`src/rtl/sstx_pkg.sv`:
```
// Package: shared types for the synchronous slave transmitter.
// Assumes: nothing beyond IEEE 1800-2017 packages.
package sstx_pkg;

    // Sequencer state: waiting for a character or shifting one out.
    typedef enum logic {
        ST_IDLE  = 1'b0,
        ST_SHIFT = 1'b1
    } tx_state_e;

    // Number of serial bits in one character for the given data length.
    function automatic int unsigned frame_bits(input int unsigned n, input logic framed);
        return framed ? n + 2 : n;
    endfunction

endpackage

```
`src/rtl/sstx_mode_track.sv`:
```
// Module: sstx_mode_track
// Decides, once per reset, whether a framed master runs a free clock.
// The first event in framed mode settles it. A rising clock edge with the
// input high means continuous clock. A falling input edge (master start
// bit) means per-character clocking.
// Assumes: framed is constant between resets; edge pulses are one cycle.
module sstx_mode_track (
    input  logic clk,
    input  logic rst_n,
    input  logic framed,
    input  logic sclk_rise,
    input  logic din_lvl,
    input  logic din_fall,
    output logic cont
);

    logic decided_q;
    logic cont_q;
    logic first_evt;

    // First qualifying event after reset in framed mode.
    always_comb begin
        first_evt = framed && !decided_q && (sclk_rise || din_fall);
    end

    // Latch the decision once and hold it until reset.
    always_ff @(posedge clk) begin
        if (!rst_n || !framed) begin
            decided_q <= 1'b0;
            cont_q    <= 1'b0;
        end else if (first_evt) begin
            decided_q <= 1'b1;
            cont_q    <= sclk_rise && din_lvl && !din_fall;
        end
    end

    assign cont = cont_q;

endmodule

```
`src/rtl/sstx_frame_build.sv`:
```
// Module: sstx_frame_build
// Builds the serial bit vector of one character, bit 0 sent first, and
// its length. Framed: start, N data bits, stop. Unframed: N data bits.
// Filler characters are all ones. Unused upper positions are ones.
// Assumes: char_len is clamped here to MIN_LEN..DATA_W.
module sstx_frame_build #(
    parameter int DATA_W  = 9,
    parameter int MIN_LEN = 5,
    parameter int LEN_W   = $clog2(DATA_W + 1),
    parameter int FRM_W   = DATA_W + 2,
    parameter int CNT_W   = $clog2(FRM_W + 1)
) (
    input  logic [DATA_W-1:0] data,
    input  logic [LEN_W-1:0]  char_len,
    input  logic              framed,
    input  logic              filler,
    output logic [FRM_W-1:0]  frame,
    output logic [CNT_W-1:0]  total
);

    logic [LEN_W-1:0] n;

    // Clamp the requested length into the supported range.
    always_comb begin
        if (char_len < LEN_W'(MIN_LEN))
            n = LEN_W'(MIN_LEN);
        else if (char_len > LEN_W'(DATA_W))
            n = LEN_W'(DATA_W);
        else
            n = char_len;
    end

    // Serial bit count of the character.
    always_comb begin
        total = CNT_W'(sstx_pkg::frame_bits(int'(n), framed));
    end

    // One output position per generated slice.
    for (genvar i = 0; i < FRM_W; i++) begin : g_bit
        logic ub;
        logic fb;
        if (i < DATA_W) begin : g_ud
            assign ub = (LEN_W'(i) < n) ? (data[i] | filler) : 1'b1;
        end else begin : g_un
            assign ub = 1'b1;
        end
        if (i == 0) begin : g_start
            assign fb = filler;
        end else if (i <= DATA_W) begin : g_fd
            assign fb = (LEN_W'(i - 1) < n) ? (data[i-1] | filler) : 1'b1;
        end else begin : g_stop
            assign fb = 1'b1;
        end
        assign frame[i] = framed ? fb : ub;
    end

endmodule

```
`src/rtl/sstx_bit_seq.sv`:
```
// Module: sstx_bit_seq
// Shifts a built character onto txd, one bit per sampled clock period.
// A bit advances at a falling edge only after a rising edge has sampled it.
// Decides when to load from the FIFO, when to send filler, and when a
// character ends.
// Assumes: rising and falling pulses never share a cycle; fifo_data is
// valid whenever fifo_empty is low.
module sstx_bit_seq #(
    parameter int FRM_W = 11,
    parameter int CNT_W = $clog2(FRM_W + 1)
) (
    input  logic             clk,
    input  logic             rst_n,
    input  logic             framed,
    input  logic             cont,
    input  logic             sclk_rise,
    input  logic             sclk_fall,
    input  logic             din_fall,
    input  logic             fifo_empty,
    input  logic [FRM_W-1:0] frame,
    input  logic [CNT_W-1:0] total,
    output logic             fill_start,
    output logic             load,
    output logic             txd,
    output logic             underrun
);
    import sstx_pkg::*;

    tx_state_e        state_q;
    logic [FRM_W-1:0] shift_q;
    logic [CNT_W-1:0] total_q;
    logic [CNT_W-1:0] pos_q;
    logic             pending_q;
    logic             txd_q;
    logic             underrun_q;

    logic busy;
    logic last_bit;
    logic at_end;
    logic advance;
    logic stream_mode;
    logic boundary_fall;
    logic master_start;

    // Event decode for the current cycle.
    always_comb begin
        busy          = (state_q == ST_SHIFT);
        last_bit      = (pos_q == total_q - CNT_W'(1));
        at_end        = busy && sclk_fall && pending_q && last_bit;
        advance       = busy && sclk_fall && pending_q && !last_bit;
        stream_mode   = !framed || cont;
        boundary_fall = sclk_fall && (!busy || at_end);
        master_start  = framed && !cont && !busy && din_fall;
        load          = !fifo_empty && ((stream_mode && boundary_fall) || master_start);
        fill_start    = (!framed && !busy && sclk_rise) || (master_start && fifo_empty);
    end

    // Character state, bit position and output register.
    always_ff @(posedge clk) begin
        if (!rst_n) begin
            state_q   <= ST_IDLE;
            shift_q   <= '1;
            total_q   <= '0;
            pos_q     <= '0;
            pending_q <= 1'b0;
            txd_q     <= 1'b1;
        end else if (load || fill_start) begin
            state_q   <= ST_SHIFT;
            shift_q   <= frame;
            total_q   <= total;
            pos_q     <= '0;
            pending_q <= fill_start && !framed;
            txd_q     <= frame[0];
        end else if (at_end) begin
            state_q   <= ST_IDLE;
            pending_q <= 1'b0;
            txd_q     <= 1'b1;
        end else if (advance) begin
            shift_q   <= {1'b1, shift_q[FRM_W-1:1]};
            pos_q     <= pos_q + CNT_W'(1);
            pending_q <= 1'b0;
            txd_q     <= shift_q[1];
        end else if (busy && sclk_rise) begin
            pending_q <= 1'b1;
        end
    end

    // Underrun pulse, one cycle after a filler character begins.
    always_ff @(posedge clk) begin
        if (!rst_n)
            underrun_q <= 1'b0;
        else
            underrun_q <= fill_start;
    end

    assign txd      = txd_q;
    assign underrun = underrun_q;

endmodule

```
`src/rtl/sstx_top.sv`:
```
// Module: sstx_top
// Synchronous slave serial transmitter. Combines the mode tracker, the
// character builder and the bit sequencer. fifo_rd pops a show-ahead FIFO.
// Assumes: serial clock and input already synchronized to clk and given
// as edge pulses; framed and char_len change only between characters.
module sstx_top #(
    parameter int DATA_W  = 9,
    parameter int MIN_LEN = 5,
    parameter int LEN_W   = $clog2(DATA_W + 1)
) (
    input  logic              clk,
    input  logic              rst_n,
    input  logic              sclk_rise,
    input  logic              sclk_fall,
    input  logic              din_lvl,
    input  logic              din_fall,
    input  logic              framed,
    input  logic [LEN_W-1:0]  char_len,
    input  logic [DATA_W-1:0] fifo_data,
    input  logic              fifo_empty,
    output logic              fifo_rd,
    output logic              txd,
    output logic              underrun
);

    localparam int FRM_W = DATA_W + 2;
    localparam int CNT_W = $clog2(FRM_W + 1);

    logic             cont;
    logic             fill_start;
    logic             load;
    logic [FRM_W-1:0] frame;
    logic [CNT_W-1:0] total;

    sstx_mode_track u_mode (
        .clk       (clk),
        .rst_n     (rst_n),
        .framed    (framed),
        .sclk_rise (sclk_rise),
        .din_lvl   (din_lvl),
        .din_fall  (din_fall),
        .cont      (cont)
    );

    sstx_frame_build #(
        .DATA_W  (DATA_W),
        .MIN_LEN (MIN_LEN),
        .LEN_W   (LEN_W),
        .FRM_W   (FRM_W),
        .CNT_W   (CNT_W)
    ) u_build (
        .data     (fifo_data),
        .char_len (char_len),
        .framed   (framed),
        .filler   (fill_start),
        .frame    (frame),
        .total    (total)
    );

    sstx_bit_seq #(
        .FRM_W (FRM_W),
        .CNT_W (CNT_W)
    ) u_seq (
        .clk        (clk),
        .rst_n      (rst_n),
        .framed     (framed),
        .cont       (cont),
        .sclk_rise  (sclk_rise),
        .sclk_fall  (sclk_fall),
        .din_fall   (din_fall),
        .fifo_empty (fifo_empty),
        .frame      (frame),
        .total      (total),
        .fill_start (fill_start),
        .load       (load),
        .txd        (txd),
        .underrun   (underrun)
    );

    assign fifo_rd = load;

endmodule

```
`config.mk`:
```
export PLATFORM = sky130hd
export DESIGN_NAME = sstx_top
export DESIGN_NICKNAME = d
export VERILOG_FILES = /design/src/rtl/sstx_pkg.sv /design/src/rtl/sstx_mode_track.sv /design/src/rtl/sstx_frame_build.sv /design/src/rtl/sstx_bit_seq.sv /design/src/rtl/sstx_top.sv
export SDC_FILE = /design/constraint.sdc
export NUM_CORES = 1
export LEC_CHECK = 0
export BUFFER_PORTS_ARGS = -buffer_cell sky130_fd_sc_hd__buf_2
export CAP_MARGIN = 15
export CORE_MARGIN = 2
export CORE_UTILIZATION = 41
export CTS_BUF_LIST = sky130_fd_sc_hd__clkbuf_16
export DETAILED_ROUTE_END_ITERATION = 12
export HOLD_SLACK_MARGIN = 0.03
export PLACE_DENSITY = 0.66
export SETUP_SLACK_MARGIN = 0.02
export SLEW_MARGIN = 25
export SYNTH_ARGS = -nofsm -noshare
export SYNTH_HDL_FRONTEND = slang
export SYNTH_SLANG_ARGS = --single-unit
```
`constraint.sdc`:
```
create_clock -name clk -period 2.8 [get_ports clk]
set_clock_uncertainty 0.1 [all_clocks]
set_input_delay 0.56 -clock clk [delete_from_list [all_inputs] [get_ports clk]]
set_output_delay 0.56 -clock clk [all_outputs]
set_load 0.02 [all_outputs]
```
==> Word level (Yosys, flattened, before mapping) <==
Cells that the tools add are included.
{ "classes": {"n_addsub": 3, "magnitude_cmp": 11, "muxes": 34, "n_bitwise": 11, "n_reduce_logical": 41, "n_eq_ne": 2} }
{ "ops": {"columns": ["cell", "count"], "rows": [
  ["$mux W10", 3],
  ["$mux W1", 28],
  ["$logic_and A1 B1 Y1", 19],
  ["$lt A3 B4 Y1 const A", 4],
  ["$mux W4", 3],
  ["$or A1 B1 Y1", 9],
  ["$logic_not A1 Y1", 8],
  ["$lt A1 B4 Y1 const A", 2],
  ["$lt A2 B4 Y1 const A", 2],
  ["$logic_or A1 B1 Y1", 7],
  ["$add A4 B1 Y4 const B", 1],
  ["$add A4 B2 Y4 const B", 1],
  ["$eq A4 B4 Y1", 1],
  ["$gt A4 B4 Y1 const B", 1],
  ["$lt A4 B3 Y1 const B", 1],
  ["$lt A4 B4 Y1 const A", 1],
  ["$reduce_and A2 Y1", 2],
  ["$reduce_bool A2 Y1", 2],
  ["$reduce_bool A4 Y1", 1],
  ["$sub A4 B1 Y4 const B", 1],
  ["$reduce_bool A3 Y1", 1],
  ["$ne A2 B2 Y1 const B", 1],
  ["$not A1 Y1", 2],
  ["$reduce_or A2 Y1", 1]
]} }
{ "totals": {"wordCells": 111, "out_inout_bits": 3, "in_bits": 21, "regBits": 24} }

==> Logic depth before layout (Yosys ltp) <==
{ "depth": {"depth_word": 11, "depth_mapped": 9, "depth_no_buf": 8} }

==> Modules after synthesis <==
From an unflattened synthesis, not the netlist that was laid out.
{ "hier_totals": {"hier_cells": 188, "hier_area_um2": 1675.4} }
{ "by_module_without_submodules": {"columns": ["mod", "area_each_um2", "seq_area_each_um2", "cells_each", "n_inst"], "rows": [
  ["sstx_bit_seq", 1298.7, 440.4, 141, 1],
  ["sstx_frame_build", 292.8, 0.0, 39, 1],
  ["sstx_mode_track", 83.8, 40.0, 8, 1]
]} }

==> Least setup slack after synthesis <==
No wires, ideal clock.
{ "synth_path": {"kind": "register to output", "from": "register u_seq.total_q[0]", "to": "output port fifo_rd", "t_arrival_ps": 2013, "path_stages_with_launch": 10, "path_slack_ps": 127, "path_buffers": 1, "t_required_ps": 2140, "path_cell_list": "dfxtp_1 > inv_1 > ha_1 > xnor2_1 > nor4b_4 > a22oi_2 > o21ai_1 > buf_2 > nand2_1 > inv_1"} }
{ "synth_between": {"elab_chain_cells": 8} }
{ "synth_rtl": {"columns": ["element", "line", "text"], "rows": [
  ["start: declaration", "sstx_bit_seq.sv:31", "logic [CNT_W-1:0] total_q;"],
  ["start signal: assignment", "sstx_bit_seq.sv:70", "total_q <= total;"],
  ["$sub A4 B1 Y4", "sstx_bit_seq.sv:48", "last_bit = (pos_q == total_q - CNT_W'(1));"],
  ["$eq A4 B4 Y1", "sstx_bit_seq.sv:48", null],
  ["$logic_and A1 B1 Y1", "sstx_bit_seq.sv:49", "at_end = busy && sclk_fall && pending_q && last_bit;"],
  ["$logic_or A1 B1 Y1", "sstx_bit_seq.sv:52", "boundary_fall = sclk_fall && (!busy || at_end);"],
  ["$logic_and A1 B1 Y1", "sstx_bit_seq.sv:52", null],
  ["$logic_and A1 B1 Y1", "sstx_bit_seq.sv:54", "load = !fifo_empty && ((stream_mode && boundary_fall) || master_start);"],
  ["$logic_or A1 B1 Y1", "sstx_bit_seq.sv:54", null],
  ["$logic_and A1 B1 Y1", "sstx_bit_seq.sv:54", null],
  ["end: declaration", "sstx_top.sv:21", "output logic fifo_rd,"]
]} }
Every way passes these cells.

==> Final worst setup path <==
Same ends and word-level chain as after synthesis.

==> results.md <==
- Async set or reset register ratio after synthesis: 0%
- Root Buffer Master: sky130_fd_sc_hd__clkbuf_16
- Compound-Gate Fraction of Synth Area: a little under a quarter
- Count of maximum capacitance violations: 0
- Xor and xnor area share after synthesis: under 10%
- EDFF count, synth: 0
- Min-delay worst type: flip-flop to flip-flop
- Switching part of the total power: ~27%
- ANT cells: 0
- Residual antenna-violating net count after detailed routing: 0
- Count of synthesis-stage warnings from yosys: 0
- Die extent in x: between 60 and 70 µm
- Via count: around 1200
- Clock network latency to the later pin of the worst-skew pair: roughly 0.26 ns
- Most frequent cell after synthesis: sky130_fd_sc_hd__dfxtp_1
- CTS tree: done
- Crit path DAT: approximately 2 ns
- Net count after synthesis: about 170
- Worst setup path category: flip-flop to output pin
- Instance count of the mapped netlist: 150
- Clock slew at reported path FFs: ~0.06 ns
- Netlist area before placement: about 1400 µm²
- Arithmetic-cell share of the synthesized area counting full adders, half adders and majority gates: approximately 2.7%
- FF+latch count, synth: 23
- Final wirelength: slightly below 3 mm
- Post-route minimum period: 2.66 ns
- Die area: a little under 4000 µm²
- Total number of placement rows: 21
- Post-placement worst setup slack: ~0.22 ns
- I/O Buffers: 23
- Worst VDD drop: approximately 0.33 mV
- Clk pwr share: between 30% and 40%
- Detailed router's first-iteration violation count: 20
- Transition at the pin with the smallest max-transition slack: 0.485 ns
- Maximum number of pins on one net before global-route repair: 16
- Top cell type by total area after synthesis: sky130_fd_sc_hd__dfxtp_1
- Ratio of cells with drive above 1 in the final layout: roughly 29%
- Share of the cycle needed by the critical path after routing: roughly 95%
- Crit path setup slack, layout: between 0.1 and 0.15 ns
- Main combinational cell family by area after synthesis: compound AO/OA/AOI/OAI gates
- Global-route wire length before repair: approximately 4.9 mm
- Slew Limit Headroom: around two thirds
- Seq pwr share: 42.3%
- Routed length per instance: between 10 and 15 µm
- Largest fanout of any net on the critical path: 4
- Area share of the largest cell type after synthesis: 33.3%
- Iteration count of the initial detailed-routing pass: 4
- Required time of the critical path: 2.14 ns
- Leakage: ~0.67 nW
- Die extent in y: ~62 µm
- Clock Path Buffers: 2
- Area of the multi-input gates: between 800 and 900 µm²
- Final Slew Violations: 0
- Number of levels in the clock H-tree: 1
- Antenna violations before repair: 0
- Net count reported at finish: 205
- Startpoint kind of the worst setup timing path: flip-flop
- Area used by sequential logic in the layout: 465 µm²
- Most numerous cell types in the synthesized netlist: 23 x sky130_fd_sc_hd__dfxtp_1, 13 x sky130_fd_sc_hd__a21oi_1, 13 x sky130_fd_sc_hd__mux2i_1
- Global-route total usage across every layer: roughly 17%
- Element type at the critical path end: output pin
- Fin area: approximately 1700 µm²
- Final routed DRC violation total: 0
- Gp weighted congestion: ~0.76
- Share of synthesized cell area in and, or, nand and nor gates: between 10% and 20%
- Share of cell area taken by muxes after synthesis: 9.42%
- Number of hold-slack violations in the final timing report: 0
- Via count of the first global-routing pass: approximately 1100
- Top cells by area, synth: sky130_fd_sc_hd__dfxtp_1 33%, sky130_fd_sc_hd__mux2i_1 9.4%, sky130_fd_sc_hd__xnor2_1 5.1%, sky130_fd_sc_hd__a21oi_1 4.7%, sky130_fd_sc_hd__nor4b_4 3.4%
- Pwr/cell area: 507 nW/µm²
- Most used flip-flop cell after synthesis: sky130_fd_sc_hd__dfxtp_1
- Net Switching: 235 µW
- Number of distinct library cells after synthesis: 45
- Highest clock rate: ~380 MHz
- Part of the power in combinational logic: between 20% and 30%
- Area growth from synthesis to layout: 22.4%
- Post-synthesis sequential area ratio: around a third
- Effective utilization at floorplan: 42.1%
- Placeable Area: about 3300 µm²
- TritonCTS buffer count: 3
- Post-DR vias/cell: ~5.2
- Outcome: complete, no violations
- Post-synthesis average cell area: roughly 9.2 µm²
- CTS sink cnt: 23
- GR Overflow Total: 0
- Final setup violation count: 0
- Post-place instance area: 1560 µm²
- Final-layout fill cell count: 311
- Aggregate negative setup slack: 0 ns
- Internal Power: ~620 µW
- # IOs: 24
- Half-perimeter wire length of the detailed placement result: 2.28 mm
- RSZ-0062 raised after global routing: false
cell usage in the layout (no fill, tap or decap), types with 2 or more instances in the layout:
cell type                   Yosys  routed
sky130_fd_sc_hd__or3_1          2       2
sky130_fd_sc_hd__xor2_1         2       2
sky130_fd_sc_hd__o21ai_0        3       3
sky130_fd_sc_hd__nor3_1         4       4
sky130_fd_sc_hd__buf_2          1      22
sky130_fd_sc_hd__xnor2_1        8       7
sky130_fd_sc_hd__mux2i_1       13      13
sky130_fd_sc_hd__nand2_1        7       7
sky130_fd_sc_hd__a21oi_2        2       2
sky130_fd_sc_hd__clkbuf_16      0       3
sky130_fd_sc_hd__buf_4          2      11
sky130_fd_sc_hd__nand3_1        4       4
sky130_fd_sc_hd__nor2_1        10      10
sky130_fd_sc_hd__dfxtp_1       23      21
sky130_fd_sc_hd__a22oi_1        6       6
sky130_fd_sc_hd__o21a_1         2       2
sky130_fd_sc_hd__inv_1          8       8
sky130_fd_sc_hd__and2_1         4       4
sky130_fd_sc_hd__a21oi_1       13      13
sky130_fd_sc_hd__ha_1           3       2
sky130_fd_sc_hd__a311oi_1       4       4
sky130_fd_sc_hd__nor4b_4        2       2
sky130_fd_sc_hd__a22oi_2        2       2
layer usage:
| metal | track usage (%) | up-vias | wire, µm | part of all wire, % |
|---|---|---|---|---|
| met5 | 0 | - | 0 | 0 |
| met4 | 7.60 | 0 | 51 | 1.7 |
| met3 | 2.48 | 5 | 94 | 3.2 |
| met2 | 29.5 | 18 | 1470 | 50 |
| met1 | 20.7 | 540 | 1310 | 45 |
| li1 | - | 623 | - | - |
cell families after synthesis:
family,Yosys count
flops,23
mux,13
compound gates,43
fa+ha+maj,3
simple gates,41
xor+xnor,10
buf+inv,17
flip-flops by register name, summed over array words and instances (netlist names):
register,cells
u_mode.cont,1
u_seq.total_q,4
u_seq.txd,1
u_mode.decided_q,1
u_seq.pos_q,4
u_seq.underrun,1
u_seq.shift_q,9
u_seq.pending_q,1
u_seq.busy,1
worst paths after layout:
| kind | startpoint | to | slack (ns) | cells after the start |
|---|---|---|---|---|
| setup / recovery | u_seq.total_q[0] | fifo_rd | 0.14 | 9 |
| hold / removal | u_mode.cont | u_mode.cont | 0.41 | 2 |
| setup reg to reg | u_seq.total_q[0] | u_seq.shift_q[2] | 0.27 | 9 |
| hold reg to reg | u_mode.cont | u_mode.cont | 0.41 | 2 |
power groups by stage:
stage | combinational [mW] | sequential (mW) | clock (mW)
after global placement | 0.165 | 0.367 | 0
after CTS | 0.171 | 0.362 | 0.320
after floorplan | 0.126 | 0.364 | 0
final | 0.183 | 0.362 | 0.312
after global routing | 0.202 | 0.365 | 0.331
after detailed placement | 0.169 | 0.368 | 0
area by class of cell:
| class | instances | share of cell area (%) |
|---|---|---|
| Timing Repair Buffer | 33 | 11.4 |
| Tap cell | 46 | 3.40 |
| Inverter | 10 | 2.37 |
| Multi-Input combinational cell | 110 | 50.6 |
| Clock buffer | 3 | 4.44 |
| Sequential cell | 23 | 27.5 |
| Clock inverter | 1 | 0.296 |
critical path, stage by stage (launching register included):
cell	delay, ns
sky130_fd_sc_hd__dfxtp_4	0.36
sky130_fd_sc_hd__inv_1	0.06
sky130_fd_sc_hd__ha_4	0.24
sky130_fd_sc_hd__xnor2_2	0.15
sky130_fd_sc_hd__nor4b_4	0.30
sky130_fd_sc_hd__a22oi_2	0.13
sky130_fd_sc_hd__o21ai_2	0.18
sky130_fd_sc_hd__nand2_1	0.09
sky130_fd_sc_hd__inv_1	0.08
sky130_fd_sc_hd__buf_4	0.13
stage by stage:
| step | util, % | power (mW) | hold slack, ns | instances |
|---|---|---|---|---|
| 6_report | 51.5 | 0.857 | 0.407 | 226 |
| 5_1_grt | 51.5 | 0.898 | 0.430 | 226 |
| 4_1_cts | 50.2 | 0.853 | 0.403 | 224 |
| 3_5_place_dp | 47.4 | 0.537 | 0.392 | 219 |
| 3_3_place_gp | 47.4 | 0.532 | 0.383 | 219 |
| 2_1_floorplan | - | 0.490 | 0.363 | 150 |
what timing repair did:
| action | 4_1_cts | 5_1_grt |
|---|---|---|
| endpoints found under the setup margin | 1 | 1 |
| resized for setup | 3 | 4 |
| buffers inserted | 1 | 2 |
| pin swaps | 2 | 3 |
| hold buffers | 0 | 0 |
Note: power is estimated with default switching activity, not from simulation.
